### config.mk
export PLATFORM = sky130hd
export DESIGN_NAME = txdom_guard
export DESIGN_NICKNAME = d
export VERILOG_FILES = /design/src/rtl/tdg_pkg.sv /design/src/rtl/tdg_tick_counter.sv /design/src/rtl/tdg_fsm.sv /design/src/rtl/txdom_guard.sv
export SDC_FILE = /design/constraint.sdc
export NUM_CORES = 1
export LEC_CHECK = 0
export CORE_MARGIN = 10
export CORE_UTILIZATION = 50
export DETAILED_ROUTE_END_ITERATION = 6
export PLACE_DENSITY_LB_ADDON = 0.05
export SLEW_MARGIN = 10
export SYNTH_ARGS = -nofsm -noshare
export SYNTH_HDL_FRONTEND = slang
export SYNTH_SLANG_ARGS = --single-unit
### constraint.sdc
create_clock -name clk -period 4.29 [get_ports clk]
set_input_delay 0.858 -clock clk [delete_from_list [all_inputs] [get_ports clk]]
set_output_delay 0.858 -clock clk [all_outputs]
set_load 0.1 [all_outputs]
### src/rtl/tdg_pkg.sv
package tdg_pkg;

    typedef enum logic [1:0] {
        ST_IDLE  = 2'd0,
        ST_DRIVE = 2'd1,
        ST_HELD  = 2'd2,
        ST_QUAL  = 2'd3
    } tdg_state_e;

endpackage

### src/rtl/tdg_tick_counter.sv
module tdg_tick_counter #(
    parameter int LIMIT = 10
) (
    input  logic clk,
    input  logic rst_n,
    input  logic clr,
    input  logic adv,
    output logic hit
);
    localparam int W = $clog2(LIMIT + 1);
    localparam logic [W-1:0] LAST = W'(LIMIT - 1);

    logic [W-1:0] cnt;

    assign hit = adv && !clr && (cnt == LAST);

    always_ff @(posedge clk) begin
        if (!rst_n || clr || hit) begin
            cnt <= '0;
        end else if (adv) begin
            cnt <= cnt + 1'b1;
        end
    end

    // the count never passes its last value
    assert_count_bound_R5: assert property (@(posedge clk) disable iff (!rst_n)
        cnt <= LAST);

    // a cleared count stays at zero in the next cycle
    assert_clear_zero_R5: assert property (@(posedge clk) disable iff (!rst_n)
        clr |=> (cnt == '0));

endmodule

### src/rtl/tdg_fsm.sv
module tdg_fsm
    import tdg_pkg::*;
(
    input  logic clk,
    input  logic rst_n,
    input  logic txd_level,
    input  logic normal_mode,
    input  logic dom_hit,
    input  logic rel_hit,
    output logic drive_dom,
    output logic timed_out
);
    tdg_state_e state, state_nx;
    logic       req;

    assign req = normal_mode && !txd_level;

    always_comb begin
        state_nx = state;
        unique case (state)
            ST_IDLE:  if (req) state_nx = ST_DRIVE;
            ST_DRIVE: begin
                if (dom_hit)   state_nx = ST_HELD;
                else if (!req) state_nx = ST_IDLE;
            end
            ST_HELD: begin
                if (rel_hit)        state_nx = ST_IDLE;
                else if (txd_level) state_nx = ST_QUAL;
            end
            ST_QUAL: begin
                if (rel_hit)         state_nx = ST_IDLE;
                else if (!txd_level) state_nx = ST_HELD;
            end
            default: state_nx = ST_IDLE;
        endcase
    end

    always_ff @(posedge clk) begin
        if (!rst_n) state <= ST_IDLE;
        else        state <= state_nx;
    end

    always_comb begin
        timed_out = 1'b0;
        drive_dom = 1'b0;
        unique case (state)
            ST_IDLE, ST_DRIVE: drive_dom = req;
            ST_HELD, ST_QUAL:  timed_out = 1'b1;
            default: ;
        endcase
    end

    // the flag can only rise after a cycle in which the bus was driven
    assert_trip_from_drive_R4: assert property (@(posedge clk) disable iff (!rst_n)
        $rose(timed_out) |-> $past(drive_dom));

    // the flag only falls after a cycle with the input high
    assert_release_high_R7: assert property (@(posedge clk) disable iff (!rst_n)
        $fell(timed_out) |-> $past(txd_level));

    // a pending timeout never drives the bus
    assert_held_quiet_R6: assert property (@(posedge clk) disable iff (!rst_n)
        timed_out |-> !drive_dom);

endmodule

### src/rtl/txdom_guard.sv
module txdom_guard #(
    parameter int TIMEOUT_TICKS = 9000,
    parameter int RELEASE_TICKS = 10
) (
    input  logic clk,
    input  logic rst_n,
    input  logic tick,
    input  logic txd_level,
    input  logic normal_mode,
    output logic drive_dom,
    output logic timeout_flag
);
    logic dom_hit;
    logic rel_hit;
    logic drv;
    logic tout;

    tdg_tick_counter #(.LIMIT(TIMEOUT_TICKS)) u_dom_cnt (
        .clk   (clk),
        .rst_n (rst_n),
        .clr   (!drv),
        .adv   (tick && drv),
        .hit   (dom_hit)
    );

    tdg_tick_counter #(.LIMIT(RELEASE_TICKS)) u_rel_cnt (
        .clk   (clk),
        .rst_n (rst_n),
        .clr   (!txd_level || !tout),
        .adv   (tick && txd_level && tout),
        .hit   (rel_hit)
    );

    tdg_fsm u_fsm (
        .clk         (clk),
        .rst_n       (rst_n),
        .txd_level   (txd_level),
        .normal_mode (normal_mode),
        .dom_hit     (dom_hit),
        .rel_hit     (rel_hit),
        .drive_dom   (drv),
        .timed_out   (tout)
    );

    assign drive_dom    = drv;
    assign timeout_flag = tout;

    // out of normal mode the driver stays off
    assert_sleep_quiet_R3: assert property (@(posedge clk) disable iff (!rst_n)
        !normal_mode |-> !drive_dom);

    // the cycle after reset shows no pending timeout
    assert_reset_clear_R8: assert property (@(posedge clk)
        !rst_n |=> !timeout_flag);

endmodule

# Yosys cells after proc, flatten, opt, wreduce, memory -nomap -nowiden
# Index checks and enable logic that the tools add are counted.
[totals]
latchBits = 0
mem_bits_ro = 0
wordCells = 46
register_bits = 20
input_bits = 5
memories = 0
ram_bits = 0
output_inout_bits = 2
[classes]
shifts = 0
n_div = 0
n_bitwise = 0
n_reduce_logical = 22
n_mul = 0
n_addsub = 2
n_mux = 10
order_cmp = 0
n_eq_ne = 9
[op_table]
columns = ["operator", "count"]
rows = [
  ["$add 14x1->14 const B", 1],
  ["$eq 14x14->1 const B", 1],
  ["$mux 2", 7],
  ["$ne 3x3->1 const B", 3],
  ["$logic_and 1x1->1", 8],
  ["$pmux 2 s4", 1],
  ["$logic_not 1->1", 5],
  ["$logic_or 1x1->1", 5],
  ["$add 4x1->4 const B", 1],
  ["$eq 2x2->1 const B", 2],
  ["$eq 4x4->1 const B", 1],
  ["$reduce_and 4->1", 1],
  ["$reduce_or 2->1", 2],
  ["$eq 2x1->1 const B", 1],
  ["$logic_not 2->1", 1],
  ["$mux 1", 2],
  ["$ne 2x1->1 const B", 1],
]

# Longest topological paths before layout
# Gate-level depths: netlist of run 1.
[depth]
word_depth = 10
ltp_mapped = 7
mapped_depth_nobuf = 5

# By module
# Synthesis of run 1 repeated with hierarchy kept, for this count alone.
[hier_totals]
cells_unflattened = 106
hier_area_um2 = 979.7
[modules_own_cells]
columns = ["mod", "seq_area_each_um2", "cells_each", "n_inst", "area_per_inst_um2"]
rows = [
  ["tdg_tick_counter (u_dom_cnt)", 280.3, 73, 1, 656.9],
  ["tdg_tick_counter (u_rel_cnt)", 80.1, 20, 1, 205.2],
  ["tdg_fsm", 40.0, 9, 1, 97.6],
  ["txdom_guard", 0.0, 4, 1, 20.0],
]

# Worst setup path after synthesis of run 1
# OpenSTA, ideal clock, no wires.
[synth_timing]
kind = "input -> register"
start = "input port txd_level"
end = "register u_dom_cnt.cnt[0]"
setup_slack_ps = 1000
path_stages = 6
n_path_buf = 2
setup_ps = 65
required_time_ps = 4225
t_arrival_ps = 3225
cell_sequence = "nor3b_2 nand2_1 or2_2 clkbuf_1 clkbuf_1 nor2_1"
[synth_via]
elab_chain_cells = 7
word_cells_on_any_way = 9
classes_between = "mux: 1; reduce/logical: 8"
[synth_lines]
columns = ["item", "line", "source"]
rows = [
  ["start, declared", "txdom_guard.sv:8", "input logic txd_level,"],
  ["$logic_not 1->1 (*)", "n/a", ""],
  ["$logic_and 1x1->1 (*)", "tdg_fsm.sv:16", "assign req = normal_mode && !txd_level;"],
  ["$mux 1 (*)", "tdg_fsm.sv:46", "unique case (state)"],
  ["$logic_and 1x1->1", "txdom_guard.sv:22", ".adv (tick && drv),"],
  ["$logic_and 1x1->1 (2 in series)", "tdg_tick_counter.sv:15", "assign hit = adv && !clr && (cnt == LAST);"],
  ["$logic_or 1x1->1", "tdg_tick_counter.sv:18", "if (!rst_n || clr || hit) begin"],
  ["end signal, assigned", "tdg_tick_counter.sv:21", "cnt <= cnt + 1'b1;"],
  ["end, declared", "tdg_tick_counter.sv:13", "logic [W-1:0] cnt;"],
]
# Every way passes the cells marked *; elsewhere a longest branch is shown, timed or not.
# A chain may end at the register's enable or synchronous reset.

# Worst setup path in the final report of run 1
[layout_timing]
start = "input port normal_mode"
end = "output port drive_dom"
[layout_via]
elab_chain_cells = 2
[layout_lines]
columns = ["item", "line", "source"]
rows = [
  ["start, declared", "txdom_guard.sv:9", "input logic normal_mode,"],
  ["$logic_and 1x1->1", "tdg_fsm.sv:16", ""],
  ["$mux 1", "tdg_fsm.sv:46", ""],
  ["end, declared", "txdom_guard.sv:10", "output logic drive_dom,"],
]
# Every way passes these cells.

==> results of run 1 <==
[area by class of cell]
| type | instances | area, µm² | area share |
|---|---|---|---|
| Clock buffer | 3 | 22.5 | 0.0205 |
| Clock inverter | 1 | 30.0 | 0.0274 |
| Inverter | 4 | 15.0 | 0.0137 |
| Multi-Input combinational cell | 81 | 538 | 0.490 |
| Sequential cell | 20 | 400 | 0.365 |
| Tap cell | 27 | 33.8 | 0.0308 |
| Timing Repair Buffer | 6 | 57.6 | 0.0525 |
[routing by layer]
| layer | vias to the layer above | track usage | routed length [µm] |
|---|---|---|---|
| met5 | - | 0 | 0 |
| met1 | 336 | 0.104 | 868 |
| met4 | 0 | 0.0294 | 9 |
| met3 | 2 | 0.0481 | 103 |
| li1 | 393 | - | - |
| met2 | 16 | 0.145 | 768 |
[synthesized netlist by cell type, drive strengths merged]
cell	n
dfxtp	20
nor2	17
nand2	8
xor2	8
nand4	7
xnor2	6
nand3	5
inv	4
a21oi	3
and3	3
clkbuf	3
ha	3
and4	2
buf	2
nor3	2
nor3b	2
nor4	2
or4	2
a211oi	1
a21o	1
nand4b	1
nand4bb	1
nor4b	1
nor4bb	1
o21ai	1
o22ai	1
o31ai	1
or2	1
or3	1
[kinds of logic (layout without fill, tap and decap cells)]
| logic type | after synthesis | count (layout) | share of synthesized area |
|---|---|---|---|
| flops | 20 | 20 | 0.406 |
| compound gates | 8 | 8 | 0.0494 |
| xor+xnor | 14 | 14 | 0.124 |
| fa+ha+maj | 3 | 3 | 0.0380 |
| buf+inv | 9 | 14 | 0.0494 |
| simple gates | 56 | 56 | 0.333 |
[registers in the layout, summed over array words and instances, names as in the netlist]
register	cells
u_rel_cnt.cnt	4
u_dom_cnt.cnt	14
u_fsm.state	2
[power by group]
| group | internal [mW] | switching (mW) | leakage (nW) |
|---|---|---|---|
| Sequential | 0.186 | 0.000263 | 0.161 |
| Clock | 0.0944 | 0.0571 | 0.0279 |
| Combinational | 0.00664 | 0.0110 | 0.168 |
| Total | 0.287 | 0.0684 | 0.357 |
[critical path, stage by stage]
cell and delay (ns):
clkdlybuf4s50_1 0.52, nor3b_2 0.47, buf_4 0.39
[through the flow]
step	cell area, µm²	cells
3_5_place_dp	1040	138
5_1_grt	1100	142
6_report	1100	142
3_3_place_gp	1040	138
4_1_cts	1100	142
2_1_floorplan	987	110
[worst paths after layout]
check                                      start  depth (start not counted)                 to
worst min-delay path              u_fsm.state[0]                          2     u_fsm.state[1]
worst min register to register    u_fsm.state[0]                          2     u_fsm.state[1]
worst max-delay path                 normal_mode                          3          drive_dom
worst max register to register  u_dom_cnt.cnt[3]                          4  u_dom_cnt.cnt[13]
==> results.ini, run 1 <==
[place]
io_buffers = 6
dpl.hpwl_mm = 1.30
place_congestion = 0.867
pre_cts_ws_ns = 1.19

[floorplan]
initial_utilization = 0.514
die_y_um = 64.4
pin_count = 7
fp.dieW_um = 64.4
fp-row-count = 16
core_area_um2 = 1920
fp.dieArea_um2 = 4150

[cells_and_area]
utilization = 0.571
finalNetCount = 124
antenna_cells = 0
final_common_cell = dfxtp_1
final_cell_mix = 20 x dfxtp_1, 17 x nor2_1, 8 x nand2_1, 8 x xor2_1, 7 x nand4_1
syn_to_final_growth_pct = 11.2
n_fill_cell = 185
drive_above_1_share = 0.0870

[logic_synthesis]
yosysTopAreaCellShare = 0.406
netlist_area_um2 = 987
ys_top_cells_by_area = dfxtp_1 41%, xor2_1 7.1%, nor2_1 6.5%, xnor2_1 5.3%, nand4_1 4.4%
syn-num-nets = 118
ys_warn_count = 0
seq_area_frac_synth = 0.406
netlist_instances = 110
ys_ff_latch = 20
synth_area_leader_cell = dfxtp_1
avgSynthCellArea_um2 = 8.97
synth_cell_types = 32

[cts]
postCtsSetupRepairBufs = 0
cts.repair.resized = 0
clock-root-buffer = clkbuf_4
clk_latency_ns = 0.30
cts_hold_buffers = 0
path_clk_slew_ns = 0.11
cts_tree = built
clock_path_buffers = 2
cts.sinks = 20
numCtsBuffers = 3
ctsHtreeMaxLevel = 1

[global_routing]
grt_usage = 0.0918
grt_pass1_vias = 744
grt_first_pass_wirelength_mm = 3.13
antenna_found_initial = 0
grt_max_degree = 15
grt_overflow_total = 0

[run_status]
status = finished, final reports clean

[setup_path]
end_kind = output pin
cp_max_fo = 8
worst-setup-path-type = input port to output pin
start_kind = input port
worstPathRequired_ns = 3.43
arrival_ns = 2.24
ff2ff_setup_slack_ns = 2.42

[sta]
setup_viol = 0
hold_viol_final = 0
relSlewSlack = 0.356
fin_worst_skew_ns = 0.00207
fin_tns_setup_ns = 0
post-route-period-util = 0.721
layout_min_cycle_time_ns = 3.09
worst_pin_slew_ns = 0.963
rsz0062_at_grt = false
slew_violations = 0
max_freq_mhz = 323
setup_slack_ns = 1.20
whs_ns = 0.477

[run]
drv_cap = 0

[detailed_routing]
drt-total-wl_mm = 1.75
dr.pass1.iters = 4
wl_per_cell_um = 12.3
antenna_left = 0
first_iter_violations = 41
via_per_inst = 5.26
post-route-drc-count = 0
routed-via-count = 747

[pwr]
ir_drop_mv = 0.231
power-per-cell-area_nw_per_um2 = 324
power_uw = 356
leakagePower_nw = 0.357

[hold_path]
min_path_type = register to register

(Power assumes the default switching activity.)
==> run 2: changes to the inputs <==
Clock period 4.29 ns to 2.6 ns, I/O delays scaled along.
==> results.ini, run 2 (synthesis results as in run 1) <==
[run_status]
status = finished, final reports clean  ; unchanged

[sta]
setup_viol = 0  ; unchanged
relSlewSlack = 0.765  ; was 0.356
max_freq_mhz = 460
fin_worst_skew_ns = 0.00694  ; was 0.00207 ns
hold_viol_final = 0  ; unchanged
layout_min_cycle_time_ns = 2.17
fin_tns_setup_ns = 0  ; unchanged
slew_violations = 0  ; unchanged
worst_pin_slew_ns = 0.349  ; was 0.963 ns
post-route-period-util = 0.836
rsz0062_at_grt = false  ; unchanged

[cts]
clk_latency_ns = 0.30  ; about the same
cts_hold_buffers = 0  ; unchanged
clock-root-buffer = clkbuf_4  ; unchanged
cts.sinks = 20  ; unchanged
ctsHtreeMaxLevel = 1  ; unchanged
numCtsBuffers = 3  ; unchanged
clock_path_buffers = 2  ; unchanged
path_clk_slew_ns = 0.11  ; about the same
cts.repair.resized = 0  ; unchanged
postCtsSetupRepairBufs = 0  ; unchanged
cts_tree = built  ; unchanged

[global_routing]
grt_first_pass_wirelength_mm = 3.26  ; was 3.13 mm
antenna_found_initial = 0  ; unchanged
grt_usage = 0.0951  ; was 0.0918
grt_pass1_vias = 709  ; was 744
grt_overflow_total = 0  ; unchanged
grt_max_degree = 15  ; unchanged

[pwr]
power-per-cell-area_nw_per_um2 = 463  ; was 324 nW/µm²
power_uw = 521  ; was 356 µW
leakagePower_nw = 0.375  ; was 0.357 nW
ir_drop_mv = 0.294  ; was 0.231 mV

[hold_path]
min_path_type = register to register  ; unchanged
holdPathEnd = u_fsm.state[1]  ; unchanged
holdCritStartpoint = u_fsm.state[0]  ; unchanged
whs_path_depth = 2  ; unchanged

[floorplan]
initial_utilization = 0.514  ; unchanged
pin_count = 7  ; unchanged
die_y_um = 64.4  ; unchanged
core_area_um2 = 1920  ; unchanged
fp.dieArea_um2 = 4150  ; unchanged
fp-row-count = 16  ; unchanged
fp.dieW_um = 64.4  ; unchanged

[cells_and_area]
top_register = u_dom_cnt.cnt  ; unchanged
syn_to_final_growth_pct = 14.2  ; was 11.2%
antenna_cells = 0  ; unchanged
finalNetCount = 128  ; was 124
drive_above_1_share = 0.126  ; was 0.0870
n_fill_cell = 178  ; was 185
largest_reg_flops = 14  ; unchanged
final_cell_mix = 20 x dfxtp_1, 17 x nor2_1, 8 x nand2_1, 8 x xor2_1, 7 x nand4_1  ; unchanged
reg_top3 = u_dom_cnt.cnt (14), u_rel_cnt.cnt (4), u_fsm.state (2)  ; unchanged
final_common_cell = dfxtp_1  ; unchanged

[detailed_routing]
first_iter_violations = 18  ; was 41
wl_per_cell_um = 12.2  ; was 12.3 µm
drt-total-wl_mm = 1.79  ; was 1.75 mm
dr.pass1.iters = 4  ; unchanged
post-route-drc-count = 0  ; unchanged
antenna_left = 0  ; unchanged
via_per_inst = 5.23  ; was 5.26
routed-via-count = 764  ; was 747

[setup_path]
start_kind = input port  ; unchanged
r2r_end = u_dom_cnt.cnt[13]  ; unchanged
cp_max_fo = 4  ; was 8
ff2ff_setup_slack_ns = 0.73  ; was 2.42 ns
arrival_ns = 1.65  ; was 2.24 ns
worst-setup-path-type = input port to output pin  ; unchanged
reg2reg_from = u_dom_cnt.cnt[3]  ; unchanged
worstPathRequired_ns = 2.08  ; was 3.43 ns
end_kind = output pin  ; unchanged
worstRegToRegCells = 4  ; unchanged

[place]
place_congestion = 0.756  ; was 0.867
dpl.hpwl_mm = 1.33  ; was 1.30 mm
io_buffers = 6  ; unchanged

[run]
drv_cap = 0  ; unchanged

-- run 2: cell count changes in the layout (fill, tap and decap cells not counted), sizes merged --
| cell | previous run | this run |
|---|---|---|
| bufinv | 1 | 0 |
| buf | 1 | 6 |
| clkbuf | 3 | 4 |
| clkdlybuf4s50 | 5 | 4 |
-- run 2: stage by stage --
step	std cells	hold slack [ns]	util	instance area [µm²]	worst slack [ns]
3_3_place_gp	142	0.456	0.568	1090	0.212
6_report	146	0.478	0.587	1130	0.426
3_5_place_dp	142	0.462	0.568	1090	0.199
2_1_floorplan	110	0.448	-	993	0.131
5_1_grt	146	0.511	0.587	1130	0.395
4_1_cts	146	0.479	0.587	1130	0.409
-- run 2: how the worst max path moves through the flow --
stage / to / slack (ns) / start
6_report: drive_dom / 0.43 / txd_level
5_1_grt: drive_dom / 0.39 / txd_level
4_1_cts: drive_dom / 0.41 / txd_level
3_5_place_dp: u_dom_cnt.cnt[13] / 0.20 / tick
3_3_place_gp: u_dom_cnt.cnt[13] / 0.21 / tick
2_1_floorplan: u_dom_cnt.cnt[0] / 0.13 / normal_mode
-- run 2: area by class of cell --
| type | count | area [µm²] | area share |
|---|---|---|---|
| clock buffers | 4 | 36.3 | 0.0322 |
| repair buffers | 10 | 97.6 | 0.0866 |
| inverters | 4 | 15.0 | 0.0133 |
| well taps | 27 | 33.8 | 0.0300 |
| flip-flops and latches | 20 | 400 | 0.355 |
| multi-input cells | 81 | 544 | 0.483 |
-- run 2: where the power goes --
group / leakage, nW / internal [mW] / switching, mW
sequential: 0.161 / 0.307 / 0.000456
clock: 0.0210 / 0.0854 / 0.0909
combinational: 0.193 / 0.0174 / 0.0204
total: 0.375 / 0.410 / 0.112
-- run 2: per-layer routing --
layer	routed length, µm	up-vias	GRT usage
met5	0	-	0
met4	28	0	0.0481
met3	68	4	0.0309
met2	778	12	0.142
met1	913	344	0.120
li1	-	404	-
-- run 2: critical path, cell delays in order --
cell	delay (ns)
clkdlybuf4s50_1	0.43
buf_4	0.16
nor3b_4	0.32
buf_12	0.22
==> run 3: changes to the inputs <==
Clock period 2.6 ns to 1.8 ns, I/O delays scaled along.
==> results.ini, run 3 (synthesis results as in run 1) <==
[sta]
rsz0062_at_grt = true  ; was false
relSlewSlack = 0.765  ; about the same
setup_viol = 0  ; unchanged
hold_viol_final = 0  ; unchanged
slew_violations = 0  ; unchanged
whs_ns = 0.487  ; was 0.478 ns
fin_worst_skew_ns = 0.00105  ; was 0.00694 ns
layout_min_cycle_time_ns = 1.75
worst_pin_slew_ns = 0.349  ; about the same
max_freq_mhz = 570
fin_tns_setup_ns = 0  ; unchanged
post-route-period-util = 0.975

[cells_and_area]
antenna_cells = 0  ; unchanged
reg_top3 = u_dom_cnt.cnt (14), u_rel_cnt.cnt (4), u_fsm.state (2)  ; unchanged
regArea_um2 = 402  ; was 400 µm²
final_cell_area_um2 = 1250  ; was 1130 µm²
drive_above_1_share = 0.226  ; was 0.126
instances_no_fill = 160  ; was 146
finalNetCount = 142  ; was 128
largest_reg_flops = 14  ; unchanged
top_register = u_dom_cnt.cnt  ; unchanged
final_common_cell = dfxtp_1  ; unchanged
n_fill_cell = 172  ; was 178
multi_input_area_um2 = 547  ; was 544 µm²
syn_to_final_growth_pct = 26.5  ; was 14.2%
final_cell_mix = 19 x dfxtp_1, 17 x nor2_1, 17 x buf_4  ; was 20 x dfxtp_1, 17 x nor2_1, 8 x nand2_1, 8 x xor2_1, 7 x nand4_1

[setup_path]
cp_top_family = simple AND/OR/NAND/NOR gates  ; was buffers and inverters
worstPathCellList = nand4bb_4, or4_4, or4_1, a21oi_1  ; was clkdlybuf4s50_1, buf_4, nor3b_4, buf_12
r2r_end = u_dom_cnt.cnt[13]  ; unchanged
arrival_ns = 2.01  ; was 1.65 ns
ff2ff_setup_slack_ns = 0.05  ; was 0.73 ns
worst-setup-path-type = register to register  ; was input port to output pin
worstRegToRegCells = 4  ; unchanged
cp_max_fo = 2  ; was 4
start_kind = register  ; was input port
worstPathRequired_ns = 2.05  ; was 2.08 ns
reg2reg_from = u_fsm.state[1]  ; was u_dom_cnt.cnt[3]
end_kind = register  ; was output pin
slowest_stage = or4_4  ; was clkdlybuf4s50_1
cpPeakStageDelay_ns = 0.52  ; was 0.43 ns
worst-path-buf-inv = 0  ; was 3

[pwr]
seqPwrFrac = 0.573  ; was 0.590
clkPwrFrac = 0.350  ; was 0.338
intPower_uw = 595  ; was 410 µW
comb_power_share = 0.076  ; was 0.072
power-per-cell-area_nw_per_um2 = 620  ; was 463 nW/µm²
leakagePower_nw = 0.455  ; was 0.375 nW
p_sw_frac = 0.232  ; was 0.214
ir_drop_mv = 0.491  ; was 0.294 mV
power_switching_uw = 180  ; was 112 µW

[global_routing]
grt_first_pass_wirelength_mm = 3.42  ; was 3.26 mm
grt_pass1_vias = 806  ; was 709
grt_usage = 0.102  ; was 0.0951
antenna_found_initial = 0  ; unchanged
grt_max_degree = 15  ; unchanged
grt_overflow_total = 0  ; unchanged

[floorplan]
initial_utilization = 0.514  ; unchanged
fp.dieW_um = 64.4  ; unchanged
fp-row-count = 16  ; unchanged
core_area_um2 = 1920  ; unchanged
pin_count = 7  ; unchanged
fp.dieArea_um2 = 4150  ; unchanged
die_y_um = 64.4  ; unchanged

[place]
dpl.hpwl_mm = 1.46  ; was 1.33 mm
place_area_um2 = 1200  ; was 1090 µm²
place_congestion = 0.841  ; was 0.756
io_buffers = 6  ; unchanged
placed_cells = 155  ; was 142

[detailed_routing]
routed-via-count = 835  ; was 764
via_per_inst = 5.22  ; was 5.23
dr.pass1.iters = 5  ; was 4
antenna_left = 0  ; unchanged
drt-total-wl_mm = 2.01  ; was 1.79 mm
wl_per_cell_um = 12.5  ; was 12.2 µm
post-route-drc-count = 0  ; unchanged
first_iter_violations = 15  ; was 18

[cts]
path_clk_slew_ns = 0.12  ; was 0.11 ns
clk_latency_ns = 0.31  ; was 0.30 ns
numCtsBuffers = 3  ; unchanged
cts_hold_buffers = 0  ; unchanged
clock-root-buffer = clkbuf_4  ; unchanged
cts.sinks = 20  ; unchanged
clock_path_buffers = 2  ; unchanged
ctsHtreeMaxLevel = 1  ; unchanged
cts_tree = built  ; unchanged

[run_status]
status = finished, final reports clean  ; unchanged

[hold_path]
min_path_type = register to register  ; unchanged
holdCritStartpoint = u_fsm.state[0]  ; unchanged
holdPathEnd = u_fsm.state[1]  ; unchanged
whs_path_depth = 2  ; unchanged

[run]
drv_cap = 0  ; unchanged

## run 3: changes by cell type in the layout (fill, tap and decap cells not counted), sizes merged
cell           before  now
clkdlybuf4s50       4    1
dlygate4sd2         0    3
buf                 6   20
## run 3: tightest hold or removal path: cells and delay by family (launching register included)
family | cells | cell delay (ns)
AO/OA/AOI/OAI | 1 | 0.06
flip-flops | 1 | 0.33
AND/OR/NAND/NOR | 1 | 0.06
## run 3: repair_timing
| item | CTS | global route |
|---|---|---|
| cloned | 0 | 0 |
| pin swaps | 4 | 2 |
| gates resized for setup | 4 | 1 |
| setup endpoints to repair | 2 | 1 |
| setup buffers | 1 | 0 |
| endpoints found under the hold margin | 0 | 0 |
## run 3: per-stage QoR
| step | worst slack [ns] | utilization | power (mW) |
|---|---|---|---|
| finish | 0.0453 | 0.650 | 0.775 |
| global route | -0.00228 | 0.650 | 0.798 |
| CTS | 0.0391 | 0.649 | 0.781 |
| detailed placement | -0.431 | 0.626 | 0.513 |
| global placement | -0.432 | 0.626 | 0.512 |
| floorplan | -0.396 | - | 0.490 |
## run 3: worst max path at each step
| stage | cells past startpoint | endpoint | slack [ns] | from |
|---|---|---|---|---|
| finish | 4 | u_dom_cnt.cnt[13] | 0.05 | u_fsm.state[1] |
| global route | 4 | u_dom_cnt.cnt[13] | -0.002 | u_fsm.state[1] |
| CTS | 4 | u_dom_cnt.cnt[13] | 0.04 | u_fsm.state[1] |
| detailed placement | 5 | u_dom_cnt.cnt[13] | -0.43 | tick |
| global placement | 5 | u_dom_cnt.cnt[13] | -0.43 | tick |
| floorplan | 6 | u_dom_cnt.cnt[11] | -0.40 | txd_level |
## run 3: layout make-up
class                   count  area share
multi-input cells          81       0.438
flip-flops and latches     20       0.322
repair buffers             24       0.172
well taps                  27      0.0271
inverters                   4      0.0120
clock buffers               4      0.0291
## run 3: power groups by stage
stage	Combinational [mW]	Sequential [mW]	Clock (mW)
CTS	0.0593	0.444	0.278
detailed placement	0.0586	0.454	0
global route	0.0624	0.445	0.291
floorplan	0.0361	0.454	0
global placement	0.0581	0.454	0
finish	0.0589	0.444	0.272
## run 3: metal layers
metal,vias up,GRT usage,part of all wire
li1,430,-,-
met1,385,0.123,0.49
met2,15,0.154,0.44
met3,5,0.0309,0.044
met4,0,0.0642,0.022
met5,-,0,0
